$ cat src/rtl/sirq_pkg.sv
package sirq_pkg;

    typedef enum logic [1:0] {
        ST_OFF   = 2'd0,
        ST_ARMED = 2'd1,
        ST_FIRED = 2'd2
    } sirq_state_e;

    typedef enum logic [2:0] {
        WR_NONE    = 3'd0,
        WR_COUNT   = 3'd1,
        WR_RELOAD  = 3'd2,
        WR_DISABLE = 3'd3,
        WR_ENABLE  = 3'd4
    } sirq_wr_e;

    localparam logic [15:0] DEC_MASK    = 16'hE001;
    localparam logic [15:0] ADR_COUNT   = 16'hC000;
    localparam logic [15:0] ADR_RELOAD  = 16'hC001;
    localparam logic [15:0] ADR_DISABLE = 16'hE000;
    localparam logic [15:0] ADR_ENABLE  = 16'hE001;

endpackage

$ cat src/rtl/sirq_decode.sv
module sirq_decode
    import sirq_pkg::*;
(
    input  logic        wr_en,
    input  logic [15:0] wr_addr,
    output sirq_wr_e    wr_kind
);

    logic [15:0] masked;

    always_comb begin
        masked = wr_addr & DEC_MASK;
        wr_kind = WR_NONE;
        if (wr_en) begin
            unique case (masked)
                ADR_COUNT:   wr_kind = WR_COUNT;
                ADR_RELOAD:  wr_kind = WR_RELOAD;
                ADR_DISABLE: wr_kind = WR_DISABLE;
                ADR_ENABLE:  wr_kind = WR_ENABLE;
                default:     wr_kind = WR_NONE;
            endcase
        end
    end

endmodule

$ cat src/rtl/sirq_line_gate.sv
module sirq_line_gate #(
    parameter int LINE_W    = 9,
    parameter int LAST_LINE = 239
) (
    input  logic              line_strobe,
    input  logic [LINE_W-1:0] line_num,
    input  logic              render_en,
    output logic              visible,
    output logic              top_line
);

    localparam logic [LINE_W-1:0] LAST_L = LINE_W'(LAST_LINE);

    always_comb begin
        visible  = line_strobe && render_en && (line_num <= LAST_L);
        top_line = (line_num == '0);
    end

endmodule

$ cat src/rtl/sirq_counter.sv
module sirq_counter #(
    parameter int DATA_W = 8
) (
    input  logic              clk,
    input  logic              rst_n,
    input  logic              load_cnt,
    input  logic              load_rel,
    input  logic [DATA_W-1:0] data,
    input  logic              tick,
    input  logic              top_line,
    output logic              at_zero
);

    logic [DATA_W-1:0] cnt_q;
    logic [DATA_W-1:0] rel_q;
    logic [DATA_W-1:0] pre;
    logic [DATA_W-1:0] base;

    always_comb begin
        pre     = (top_line && (cnt_q != '0)) ? cnt_q - 1'b1 : cnt_q;
        at_zero = (pre == '0);
        base    = at_zero ? rel_q : pre;
    end

    always_ff @(posedge clk) begin
        if (!rst_n) begin
            cnt_q <= '0;
            rel_q <= '0;
        end else begin
            if (load_rel) rel_q <= data;
            if (load_cnt)  cnt_q <= data;
            else if (tick) cnt_q <= base - 1'b1;
        end
    end

endmodule

$ cat src/rtl/sirq_fsm.sv
module sirq_fsm
    import sirq_pkg::*;
(
    input  logic     clk,
    input  logic     rst_n,
    input  sirq_wr_e wr_kind,
    input  logic     fire,
    output logic     armed,
    output logic     irq
);

    sirq_state_e state_q, state_d;

    always_comb begin
        state_d = state_q;
        unique case (wr_kind)
            WR_DISABLE: state_d = ST_OFF;
            WR_ENABLE:  state_d = ST_ARMED;
            WR_COUNT, WR_RELOAD:
                if (state_q == ST_FIRED) state_d = ST_ARMED;
            default:
                if (state_q == ST_ARMED && fire) state_d = ST_FIRED;
        endcase
    end

    always_ff @(posedge clk) begin
        if (!rst_n) state_q <= ST_OFF;
        else        state_q <= state_d;
    end

    always_comb begin
        armed = (state_q == ST_ARMED);
        irq   = (state_q == ST_FIRED);
    end

endmodule

$ cat src/rtl/scanline_irq_counter.sv
module scanline_irq_counter
    import sirq_pkg::*;
#(
    parameter int DATA_W    = 8,
    parameter int LINE_W    = 9,
    parameter int LAST_LINE = 239
) (
    input  logic              clk,
    input  logic              rst_n,
    input  logic              wr_en,
    input  logic [15:0]       wr_addr,
    input  logic [DATA_W-1:0] wr_data,
    input  logic              line_strobe,
    input  logic [LINE_W-1:0] line_num,
    input  logic              render_en,
    output logic              irq
);

    sirq_wr_e wr_kind;
    logic     visible, top_line, armed, at_zero, tick, fire;

    sirq_decode u_dec (
        .wr_en   (wr_en),
        .wr_addr (wr_addr),
        .wr_kind (wr_kind)
    );

    sirq_line_gate #(.LINE_W(LINE_W), .LAST_LINE(LAST_LINE)) u_gate (
        .line_strobe (line_strobe),
        .line_num    (line_num),
        .render_en   (render_en),
        .visible     (visible),
        .top_line    (top_line)
    );

    always_comb begin
        tick = visible && armed && (wr_kind == WR_NONE);
        fire = tick && at_zero;
    end

    sirq_counter #(.DATA_W(DATA_W)) u_cnt (
        .clk      (clk),
        .rst_n    (rst_n),
        .load_cnt (wr_kind == WR_COUNT),
        .load_rel (wr_kind == WR_RELOAD),
        .data     (wr_data),
        .tick     (tick),
        .top_line (top_line),
        .at_zero  (at_zero)
    );

    sirq_fsm u_fsm (
        .clk     (clk),
        .rst_n   (rst_n),
        .wr_kind (wr_kind),
        .fire    (fire),
        .armed   (armed),
        .irq     (irq)
    );

endmodule

$ cat config.mk
export PLATFORM = sky130hd
export DESIGN_NAME = scanline_irq_counter
export DESIGN_NICKNAME = d
export VERILOG_FILES = /design/src/rtl/sirq_pkg.sv /design/src/rtl/sirq_decode.sv /design/src/rtl/sirq_line_gate.sv /design/src/rtl/sirq_counter.sv /design/src/rtl/sirq_fsm.sv /design/src/rtl/scanline_irq_counter.sv
export SDC_FILE = /design/constraint.sdc
export NUM_CORES = 1
export LEC_CHECK = 0
export ABC_CLOCK_PERIOD_IN_PS = 2700
export BUFFER_PORTS_ARGS = -buffer_cell sky130_fd_sc_hd__buf_4
export CAP_MARGIN = 20
export CELL_PAD_IN_SITES_DETAIL_PLACEMENT = 0
export CELL_PAD_IN_SITES_GLOBAL_PLACEMENT = 1
export CORE_UTILIZATION = 33
export DETAILED_ROUTE_END_ITERATION = 12
export PLACE_DENSITY = 0.76
export SYNTH_ARGS = -nofsm -noshare
export SYNTH_HDL_FRONTEND = slang
export SYNTH_SLANG_ARGS = --single-unit
$ cat constraint.sdc
create_clock -name clk -period 2.7 [get_ports clk]
set_input_delay 0.27 -clock clk [delete_from_list [all_inputs] [get_ports clk]]
set_output_delay 0.27 -clock clk [all_outputs]
set_load 0.02 [all_outputs]
==> results of run 1 <==
## area by class of cell
class	instances	share of cell area, %
multi-input combinational	146	54.21
timing repair buffer	54	20.98
sequential	18	18.78
tap	48	3.109
clock buffer	3	2.137
inverter	4	0.7772
## worst min-delay path, stage by stage
cell and delay, ns:
buf_4 0.12, nand3_1 0.05, a21boi_0 0.06
## per-stage QoR
stage / hold slack (ns) / std cells / setup WS, ns
2_1_floorplan: 0.4261 / 171 / -0.03455
3_3_place_gp: 0.4657 / 267 / -0.1084
4_1_cts: 0.2961 / 272 / -0.1396
6_report: 0.2978 / 273 / -0.09144
5_1_grt: 0.3220 / 273 / -0.1613
3_5_place_dp: 0.4698 / 267 / -0.1459
## per-layer routing
metal	global-route usage [%]	vias up	share of wire (%)
met1	31.00	707	45
met3	2.759	6	7.4
met5	0	-	0
li1	-	762	-
met4	4.891	0	0.98
met2	33.93	59	46
## sequential cells by signal, indices dropped and copies added (netlist names)
signal,flops
u_fsm.state_q,2
u_cnt.rel_q,8
u_cnt.cnt_q,8
## placed cells by master, fill, tap and decap left out, types with 3 or more instances in the layout
cell      synthesis  routed
nor4_1            3       3
xnor2_1           5       5
buf_4             0      54
nor3_1            5       4
clkbuf_8          0       3
nand2_1          21      21
nand3_1          13      11
or4_1             3       3
inv_1             4       4
dfxtp_1          18      16
o21ai_0           8       8
a21boi_0         10      10
nand4_1           6       6
a22o_1            5       5
nor2b_1           3       3
nor2_1           11      11
a21oi_1           5       4
o211ai_1          3       3
## logic make-up after synthesis
family	synth area share (%)
muxes	1.486
DFF	26.74
AOI/OAI and AO/OA	27.86
and+or+nand+nor	34.63
adders and majority gates	2.786
buffers and inverters	1.949
xor gates and xnor gates	4.550
## power by group
| part | total, W | switching, W | internal (W) | leakage (nW) |
|---|---|---|---|---|
| sequential | 0.000274 | 0.00000385 | 0.000270 | 0.146 |
| clock | 0.000186 | 0.0000870 | 0.0000991 | 0.0216 |
| combinational | 0.000150 | 0.0000710 | 0.0000787 | 0.623 |
| total | 0.000610 | 0.000162 | 0.000448 | 0.791 |
## repair_timing
action                     4_1_cts  5_1_grt
gates resized for setup          1        4
setup buffers                    2        1
pin swaps                        1        0
setup endpoints to repair        2        3
hold buffers                     0        0
## how the worst min path moves through the flow
| stage | cells past startpoint | slack, ns | endpoint |
|---|---|---|---|
| CTS | 3 | 0.30 | u_cnt.rel_q[3]$_SDFFE_PN0N_ |
| global placement | 2 | 0.47 | u_fsm.state_q[0]$_SDFFE_PN0P_ |
| global route | 3 | 0.32 | u_cnt.rel_q[0]$_SDFFE_PN0N_ |
| detailed placement | 2 | 0.47 | u_fsm.state_q[0]$_SDFFE_PN0P_ |
| floorplan | 2 | 0.43 | u_cnt.rel_q[1]$_SDFFE_PN0N_ |
| finish | 3 | 0.30 | u_cnt.rel_q[3]$_SDFFE_PN0N_ |
==> metrics.csv, run 1 <==
metric,value,unit
worstSetupEndpoint,u_cnt.cnt_q[6]$_SDFFE_PN0P_,
clkSinkCount,18,
drive_gt1_share,36.44,%
r2r_slack,-0.09,ns
yosysMostFrequentCell,nand2_1,
fin_tns_setup,-0.1528,ns
core_area,3799,um^2
via_per_inst,5.619,
routed_wl,4292,um
cp.depth,9,
clock.fmax,358.2,MHz
worst_pin_slew,0.6553,ns
area_growth,43.36,%
yosysTopAreaCell,dfxtp_1,
ys_top_cells_by_area,"dfxtp_1 (27%), nand2_1 (5.8%), a21boi_0 (5.6%)",
hold_start,wr_data[3],
gp_congestion,0.9128,
numCtsBuffers,3,
die_x,65.90,um
grt_max_degree,21,
dp_hpwl,3325,um
final_nets,268,
htree_levels,1,
cts_tree,built,
violations,negative setup slack,
regToRegStartpoint,u_cnt.cnt_q[1]$_SDFFE_PN0P_,
synth_edf_count,0,
netlist_area,1348,um^2
cp_max_fo,3,
first_iter_violations,100,
cp_cell_sequence,or2_4 -> or3_4 -> or4_4 -> and3_4 -> a41oi_4 -> ha_4 -> o2111ai_2 -> or4_1 -> nand4_1,
first_pass_iters,4,
ant_nets,0,
drv_slew,0,
crit_path_top_delay_cell,or4_4,
cp_top_family,simple AND/OR/NAND/NOR gates,
register_area,362.8,um^2
grt_pass1_vias,1440,
leakage,0.7913,nW
syn_area_per_cell,7.880,um^2
port_buffers,26,
rsz0062_at_grt,yes,
post-route-util,50.86,%
finalHoldViolations,0,
fin_ws,-0.09144,ns
ir_drop,217.6,uV
cap_viol_max_count,0,
ys_async_sr_fraction,0,%
synth_nets,212,
min_path_type,in -> reg,
diodes,0,
gr-total-overflow,0,
cp.required,2.89,ns
p_per_area,315.5,nW/um^2
synth-seq-cells,18,
cts.clk_slew.worst_paths,0.07,ns
antenna_found_initial,0,
start_util,35.47,%
end_kind,flop,
synth.top_cell.area_share,26.74,%
startpoint,u_cnt.cnt_q[1]$_SDFFE_PN0P_,
fp-row-count,22,
root_buffer,clkbuf_8,
period_share,103.4,%
post-route-min-period,2.791,ns
num_vias,1534,
setup_viol,2,
cp_slowest_stage_delay,0.56,ns
clock_path_buffers,2,
total_power,0.0006096,W
grt_use_total,21.61,%
insertion_delay,0.25,ns
start_kind,flop,
wl_per_cell,15.72,um
seq_area_frac_synth,26.74,%
io_pins,39,
dieArea,4343,um^2
synth_cell_types,50,
final_cell_area,1932,um^2
yosysWarningCount,0,
postPlaceCellArea,1834,um^2
slew_headroom,56.15,%
cp.arrival,2.98,ns
drc_errors,0,
die_h,65.90,um
r2r-end,u_cnt.cnt_q[6]$_SDFFE_PN0P_,
num-fill-cells,389,
final.setup_skew,0.003789,ns
yosys-top-cells-count,"nand2_1 (21), dfxtp_1 (18), nand3_1 (13), nor2_1 (11), a21boi_0 (10)",
grt_pass1_wl,7169,um
crit_buf_inv,0,
multiInputGateArea,1047,um^2
rr_worst_depth,9,
crit_type,reg -> reg,
postSynthCellCount,171,
status,finished with violations,
synth_ff_type,dfxtp_1,
No activity file was read; power rests on OpenSTA's default activity.
==> run 2, diff against run 1 <==
- CELL_PAD_IN_SITES_DETAIL_PLACEMENT: 0 -> default
- CELL_PAD_IN_SITES_GLOBAL_PLACEMENT: 1 -> default
- CORE_UTILIZATION: 33 -> 46
- CTS_CLUSTER_DIAMETER: default -> 200
==> run 2 against run 1 <==
  * The flow still finishes with violations (negative setup slack)
  * Total power is 8.3% lower
  * Maximum frequency is 4.5% lower
  * Clock skew is 0.0024 ns lower
  * Global-route usage is 5.6 points higher
  * Die area is 27% lower
==> metrics.csv, run 2 (synthesized netlist as in run 1, its figures left out) <==
metric,value,unit,change
status,finished with violations,,unchanged
violations,negative setup slack,,unchanged
grt_pass1_vias,1517,,"was 1,440"
grt_use_total,27.23,%,was 21.61%
final.setup_skew,0.001381,ns,was 0.003789 ns
end_kind,flop,,unchanged
slew_headroom,62.57,%,was 56.15%
start_kind,flop,,unchanged
antenna_found_initial,0,,unchanged
root_buffer,clkbuf_4,,was clkbuf_8
cts.clk_slew.worst_paths,0.10,ns,was 0.07 ns
diodes,0,,unchanged
cp_max_fo,3,,unchanged
ant_nets,0,,unchanged
min_path_type,in -> reg,,unchanged
cts.hold.buffers_added,0,,unchanged
via_per_inst,6.263,,was 5.619
postPlaceCellArea,1813,um^2,was 1834 um^2
gr-total-overflow,0,,unchanged
dieArea,3150,um^2,was 4343 um^2
ir_drop,284.6,uV,was 217.6 uV
worst_pin_slew,0.5594,ns,was 0.6553 ns
drive_gt1_share,37.05,%,was 36.44%
crit_type,reg -> reg,,unchanged
routed_wl,4145,um,was 4292 um
area_growth,39.65,%,was 43.36%
period_share,108.2,%,was 103.4%
cp.arrival,3.16,ns,was 2.98 ns
grt_pass1_wl,6810,um,was 7169 um
register_area,362.8,um^2,unchanged
layout_commonest_cell,buf_4,,unchanged
fp-row-count,19,,was 22
die_h,56.13,um,was 65.90 um
final_nets,267,,was 268
insertion_delay,0.30,ns,was 0.25 ns
htree_levels,1,,unchanged
grt_max_degree,21,,unchanged
clock_path_buffers,2,,unchanged
fin_ws,-0.2221,ns,was -0.09144 ns
drv_slew,0,,unchanged
hold_ws,0.2425,ns,was 0.2978 ns
p_per_area,297.0,nW/um^2,was 315.5 nW/um^2
die_x,56.13,um,was 65.90 um
post-route-min-period,2.922,ns,was 2.791 ns
total_power,0.0005589,W,was 0.0006096 W
core_area,2758,um^2,was 3799 um^2
reg.largest.list,"u_cnt.cnt_q x8, u_cnt.rel_q x8, u_fsm.state_q x2",,unchanged
multiInputGateArea,1045,um^2,was 1047 um^2
start_util,48.87,%,was 35.47%
finalHoldViolations,0,,unchanged
cts_tree,built,,unchanged
setup_viol,2,,unchanged
leakage,0.7735,nW,was 0.7913 nW
cap_viol_max_count,0,,unchanged
clock.fmax,342.2,MHz,was 358.2 MHz
first_iter_violations,119,,was 100
drc_errors,0,,unchanged
port_buffers,26,,unchanged
final_cell_area,1882,um^2,was 1932 um^2
clkSinkCount,18,,unchanged
gp_congestion,0.9547,,was 0.9128
io_pins,39,,unchanged
numCtsBuffers,3,,unchanged
final_cell_mix,"buf_4 (53), nand2_1 (21), dfxtp_1 (16), nor2_1 (11), nand3_1 (11)",,"was buf_4 (54), nand2_1 (21), dfxtp_1 (16), nor2_1 (11), nand3_1 (11)"
num_vias,1597,,"was 1,534"
dp_hpwl,3248,um,was 3325 um
num-fill-cells,223,,was 389
cp.required,2.94,ns,was 2.89 ns
rsz0062_at_grt,yes,,unchanged
first_pass_iters,4,,unchanged
wl_per_cell,16.25,um,was 15.72 um
[run 2: cell types whose count changed in the layout (fill, tap and decap cells not counted), sizes merged]
cell	before	now
buf	54	53
[run 2: power breakdown]
group          switching (W)  internal, W  total, W
clock network      0.0000842    0.0000521  0.000136
registers         0.00000403     0.000270  0.000274
logic              0.0000695    0.0000793  0.000149
[run 2: final timing paths]
check | from | to | slack [ns] | cells after the start
worst max-delay path | u_cnt.cnt_q[0]$_SDFFE_PN0P_ | u_cnt.cnt_q[6]$_SDFFE_PN0P_ | -0.22 | 9
worst min-delay path | wr_data[2] | u_cnt.rel_q[2]$_SDFFE_PN0N_ | 0.24 | 3
worst max register to register | u_cnt.cnt_q[0]$_SDFFE_PN0P_ | u_cnt.cnt_q[6]$_SDFFE_PN0P_ | -0.22 | 9
worst min register to register | u_cnt.rel_q[3]$_SDFFE_PN0N_ | u_cnt.rel_q[3]$_SDFFE_PN0N_ | 0.50 | 2
[run 2: per-layer routing]
layer | up-vias | GRT usage (%) | wire length (um)
met5 | - | 0 | 0
met4 | 0 | 8.711 | 65
met3 | 7 | 1.860 | 298
met2 | 69 | 49.66 | 2077
met1 | 761 | 33.82 | 1704
li1 | 760 | - | -
[run 2: timing repair]
item,4_1_cts,5_1_grt
setup endpoints to repair,2,6
pin swaps,2,2
resized for setup,2,4
setup buffers,0,2
[run 2: per-stage QoR]
stage / worst slack [ns] / cells / util (%) / TNS [ns]
after global placement: -0.09069 / 250 / 65.74 / -0.1682
after CTS: -0.1705 / 253 / 66.88 / -0.3359
after detailed placement: -0.1761 / 250 / 65.74 / -0.3313
after floorplan: -0.03455 / 171 / - / -0.05954
after global routing: -0.3065 / 255 / 68.24 / -0.5662
final: -0.2221 / 255 / 68.24 / -0.4030
[run 2: area by class of cell]
cell class / count / share of cell area [%]
clock buffers: 3 / 1.197
multi-input cells: 146 / 55.52
repair buffers: 53 / 21.14
inverters: 4 / 0.7979
flip-flops and latches: 18 / 19.28
well taps: 31 / 2.061
[run 2: critical path: stages (launching register included)]
cell and delay, ns:
dfxtp_1 0.32, or2_4 0.26, or3_4 0.37, or4_4 0.57
and3_4 0.20, a41oi_2 0.17, ha_2 0.26, o2111ai_2 0.18
or4_1 0.44, nand4_1 0.09
==> run 3, diff against run 2 <==
- ABC_CLOCK_PERIOD_IN_PS: 2700 -> default
- CORE_UTILIZATION: 46 -> 48
- PLACE_DENSITY: 0.76 -> 0.77
- SYNTH_HIERARCHICAL: default -> 1
==> run 3 against run 2 <==
  * The run still ends with negative setup slack left
  * Clock power rose by 29%
  * Non-clock buffer count rose by 21
  * Design area rose by 29%
  * Wire length rose by 20%
  * Largest power group unchanged
==> metrics.csv, run 3 <==
metric,value,unit,change
synth-seq-cells,18,,unchanged
regToRegStartpoint,u_cnt/cnt_q[2]$_SDFFE_PN0P_,,was u_cnt.cnt_q[0]$_SDFFE_PN0P_
insertion_delay,0.31,ns,was 0.30 ns
drv_slew,0,,unchanged
cp_max_fo,3,,unchanged
period_share,117.1,%,was 108.2%
rsz0062_at_grt,yes,,unchanged
total_power,0.0007243,W,was 0.0005589 W
rr_worst_depth,10,,was 9
start_kind,input pin,,was flop
yosysWarningCount,6,,was 0
clock.fmax,316.2,MHz,was 342.2 MHz
via_per_inst,5.878,,was 6.263
setup_viol,10,,was 2
num-fill-cells,234,,was 223
ys_async_sr_fraction,0,%,unchanged
start_util,51.76,%,was 48.87%
worstSetupEndpoint,u_cnt/cnt_q[4]$_SDFFE_PN0P_,,was u_cnt.cnt_q[6]$_SDFFE_PN0P_
end_kind,flop,,unchanged
wl_per_cell,16.04,um,was 16.25 um
grt_max_degree,14,,was 21
crit_path_top_delay_cell,or4_4,,unchanged
antenna_found_initial,0,,unchanged
core_area,3128,um^2,was 2758 um^2
reg.largest.list,"u_cnt/cnt_q x8, u_cnt/rel_q x8, u_fsm/state_q x2",,"was u_cnt.cnt_q x8, u_cnt.rel_q x8, u_fsm.state_q x2"
drc_errors,0,,unchanged
port_buffers,26,,unchanged
cts.clk_slew.worst_paths,0.11,ns,was 0.10 ns
fin_cells,311,,was 255
dp_worst_setup_slack,-0.8657,ns,was -0.1761 ns
finalHoldViolations,0,,unchanged
drive_gt1_share,45.69,%,was 37.05%
postPlaceCellArea,2170,um^2,was 1813 um^2
gp_congestion,0.9012,,was 0.9547
violations,negative setup slack,,unchanged
cts.hold.buffers_added,0,,unchanged
slew_headroom,60.01,%,was 62.57%
synth_cell_types,61,,was 50
grt_use_total,29.34,%,was 27.23%
synth.top_cell.area_share,22.26,%,was 26.74%
numCtsBuffers,3,,unchanged
routed_wl,4988,um,was 4145 um
io_pins,39,,unchanged
cp_common_cell,or4_4,,
clkSinkCount,18,,unchanged
register_area,360.3,um^2,was 362.8 um^2
die_h,60.08,um,was 56.13 um
gr-total-overflow,0,,unchanged
startpoint,line_num[2],,was u_cnt.cnt_q[0]$_SDFFE_PN0P_
ys_top_cells_by_area,"dfxtp_1 (22%), mux2i_1 (6.8%), nor2_1 (4.6%)",,"was dfxtp_1 (27%), nand2_1 (5.8%), a21boi_0 (5.6%)"
min_path_type,in -> reg,,unchanged
placed_cells_incl_taps,299,,was 250
cp_cell_sequence,buf_6 -> or4_4 -> nor4_4 -> or3b_4 -> or4_4 -> o211ai_4 -> nor3_4 -> a221oi_2 -> ha_2 -> nand2_2 -> or3_1 -> o2111ai_1 -> a31oi_1,,was or2_4 -> or3_4 -> or4_4 -> and3_4 -> a41oi_2 -> ha_2 -> o2111ai_2 -> or4_1 -> nand4_1
clock_path_buffers,2,,unchanged
yosysTopAreaCell,dfxtp_1,,unchanged
fin_ws,-0.4625,ns,was -0.2221 ns
syn_area_per_cell,8.136,um^2,was 7.880 um^2
cp.required,2.90,ns,was 2.94 ns
dieArea,3609,um^2,was 3150 um^2
first_iter_violations,93,,was 119
yosysMostFrequentCell,nor2_1,,was nand2_1
synth_ff_type,dfxtp_1,,unchanged
ir_drop,288.9,uV,was 284.6 uV
synth_nets,240,,was 212
ant_nets,0,,unchanged
cp.arrival,3.36,ns,was 3.16 ns
layout_commonest_cell,buf_4,,unchanged
die_x,60.08,um,was 56.13 um
cp_slowest_stage_delay,0.53,ns,was 0.57 ns
multiInputGateArea,1361,um^2,was 1045 um^2
cap_viol_max_count,0,,unchanged
synth_edf_count,0,,unchanged
leakage,0.9844,nW,was 0.7735 nW
netlist_area,1619,um^2,was 1348 um^2
fin_tns_setup,-2.375,ns,was -0.4030 ns
r2r_slack,-0.19,ns,was -0.22 ns
yosys-top-cells-count,"nor2_1 (20), dfxtp_1 (18), nand2_1 (13), a21oi_1 (12), mux2i_1 (11)",,"was nand2_1 (21), dfxtp_1 (18), nand3_1 (13), nor2_1 (11), a21boi_0 (10)"
final_nets,309,,was 267
dp_hpwl,3673,um,was 3248 um
crit_type,in -> reg,,was reg -> reg
post-route-min-period,3.163,ns,was 2.922 ns
grt_pass1_vias,1727,,"was 1,517"
min_path_cells,3,,unchanged
area_growth,50.00,%,was 39.65%
final_cell_mix,"buf_4 (67), nor2_1 (20), dfxtp_1 (18), nand2_1 (12), mux2i_1 (11)",,"was buf_4 (53), nand2_1 (21), dfxtp_1 (16), nor2_1 (11), nand3_1 (11)"
fp-row-count,20,,was 19
htree_levels,1,,unchanged
root_buffer,clkbuf_4,,unchanged
worst_pin_slew,0.5949,ns,was 0.5594 ns
p_per_area,298.3,nW/um^2,was 297.0 nW/um^2
grt_pass1_wl,7783,um,was 6810 um
final_cell_area,2429,um^2,was 1882 um^2
diodes,0,,unchanged
seq_area_frac_synth,22.26,%,was 26.74%
cts_tree,built,,unchanged
final.setup_skew,0.002511,ns,was 0.001381 ns
status,finished with violations,,unchanged
first_pass_iters,4,,unchanged
num_vias,1828,,"was 1,597"
postSynthCellCount,199,,was 171
r2r-end,u_cnt/cnt_q[4]$_SDFFE_PN0P_,,was u_cnt.cnt_q[6]$_SDFFE_PN0P_
run 3: timing repair:
action,CTS,global route
pin swaps,13,10
endpoints found under the setup margin,10,10
hold endpoints to repair,0,0
gates resized for setup,17,14
setup buffers,6,5
run 3: logic make-up (layout without fill, tap and decap cells):
family | Yosys count | after routing | synth area share [%]
xor+xnor | 9 | 9 | 4.869
compound gates | 56 | 56 | 27.05
simple gates | 81 | 81 | 30.37
fa+ha+maj | 4 | 4 | 3.014
buf+inv | 19 | 87 | 4.945
mux | 12 | 12 | 7.496
flops | 18 | 18 | 22.26
run 3: how the worst min path moves through the flow:
stage,startpoint,endpoint,slack [ns]
after floorplan,rst_n,u_cnt/cnt_q[6]$_SDFFE_PN0P_,0.39
after CTS,wr_data[1],u_cnt/cnt_q[1]$_SDFFE_PN0P_,0.20
after global routing,wr_data[1],u_cnt/cnt_q[1]$_SDFFE_PN0P_,0.20
after global placement,wr_data[1],u_cnt/cnt_q[1]$_SDFFE_PN0P_,0.51
final,wr_data[1],u_cnt/cnt_q[1]$_SDFFE_PN0P_,0.20
after detailed placement,wr_data[1],u_cnt/cnt_q[1]$_SDFFE_PN0P_,0.52
run 3: final cells by class:
cell class | instances | share of cell area (%)
Timing Repair Buffer | 74 | 23.96
Clock buffer | 4 | 1.494
Multi-Input combinational cell | 162 | 56.05
Inverter | 9 | 1.391
Sequential cell | 18 | 14.84
Tap cell | 44 | 2.267
run 3: power breakdown:
group / switching [W] / internal (W)
logic: 0.000125 / 0.000143
clock network: 0.0000924 / 0.0000824
registers: 0.00000830 / 0.000272
run 3: metrics by stage:
| step | hold slack [ns] | utilization [%] |
|---|---|---|
| floorplan | 0.3876 | - |
| global placement | 0.5072 | 69.36 |
| detailed placement | 0.5187 | 69.36 |
| CTS | 0.1957 | 74.72 |
| global route | 0.1993 | 77.64 |
| finish | 0.1992 | 77.64 |
run 3: worst max-delay path: cells and delay by family:
kind / cells / cell delay [ns]
adder cells (fa/ha/maj): 1 / 0.25
buffers and inverters: 1 / 0.09
AND/OR/NAND/NOR: 7 / 2.12
AO/OA/AOI/OAI: 4 / 0.64
run 3: per-layer routing:
metal / global-route usage, % / up-vias / wire length, um
li1: - / 892 / -
met1: 37.70 / 861 / 2187
met2: 50.00 / 62 / 2421
met3: 2.814 / 13 / 251
met4: 11.96 / 0 / 127
met5: 0 / - / 0
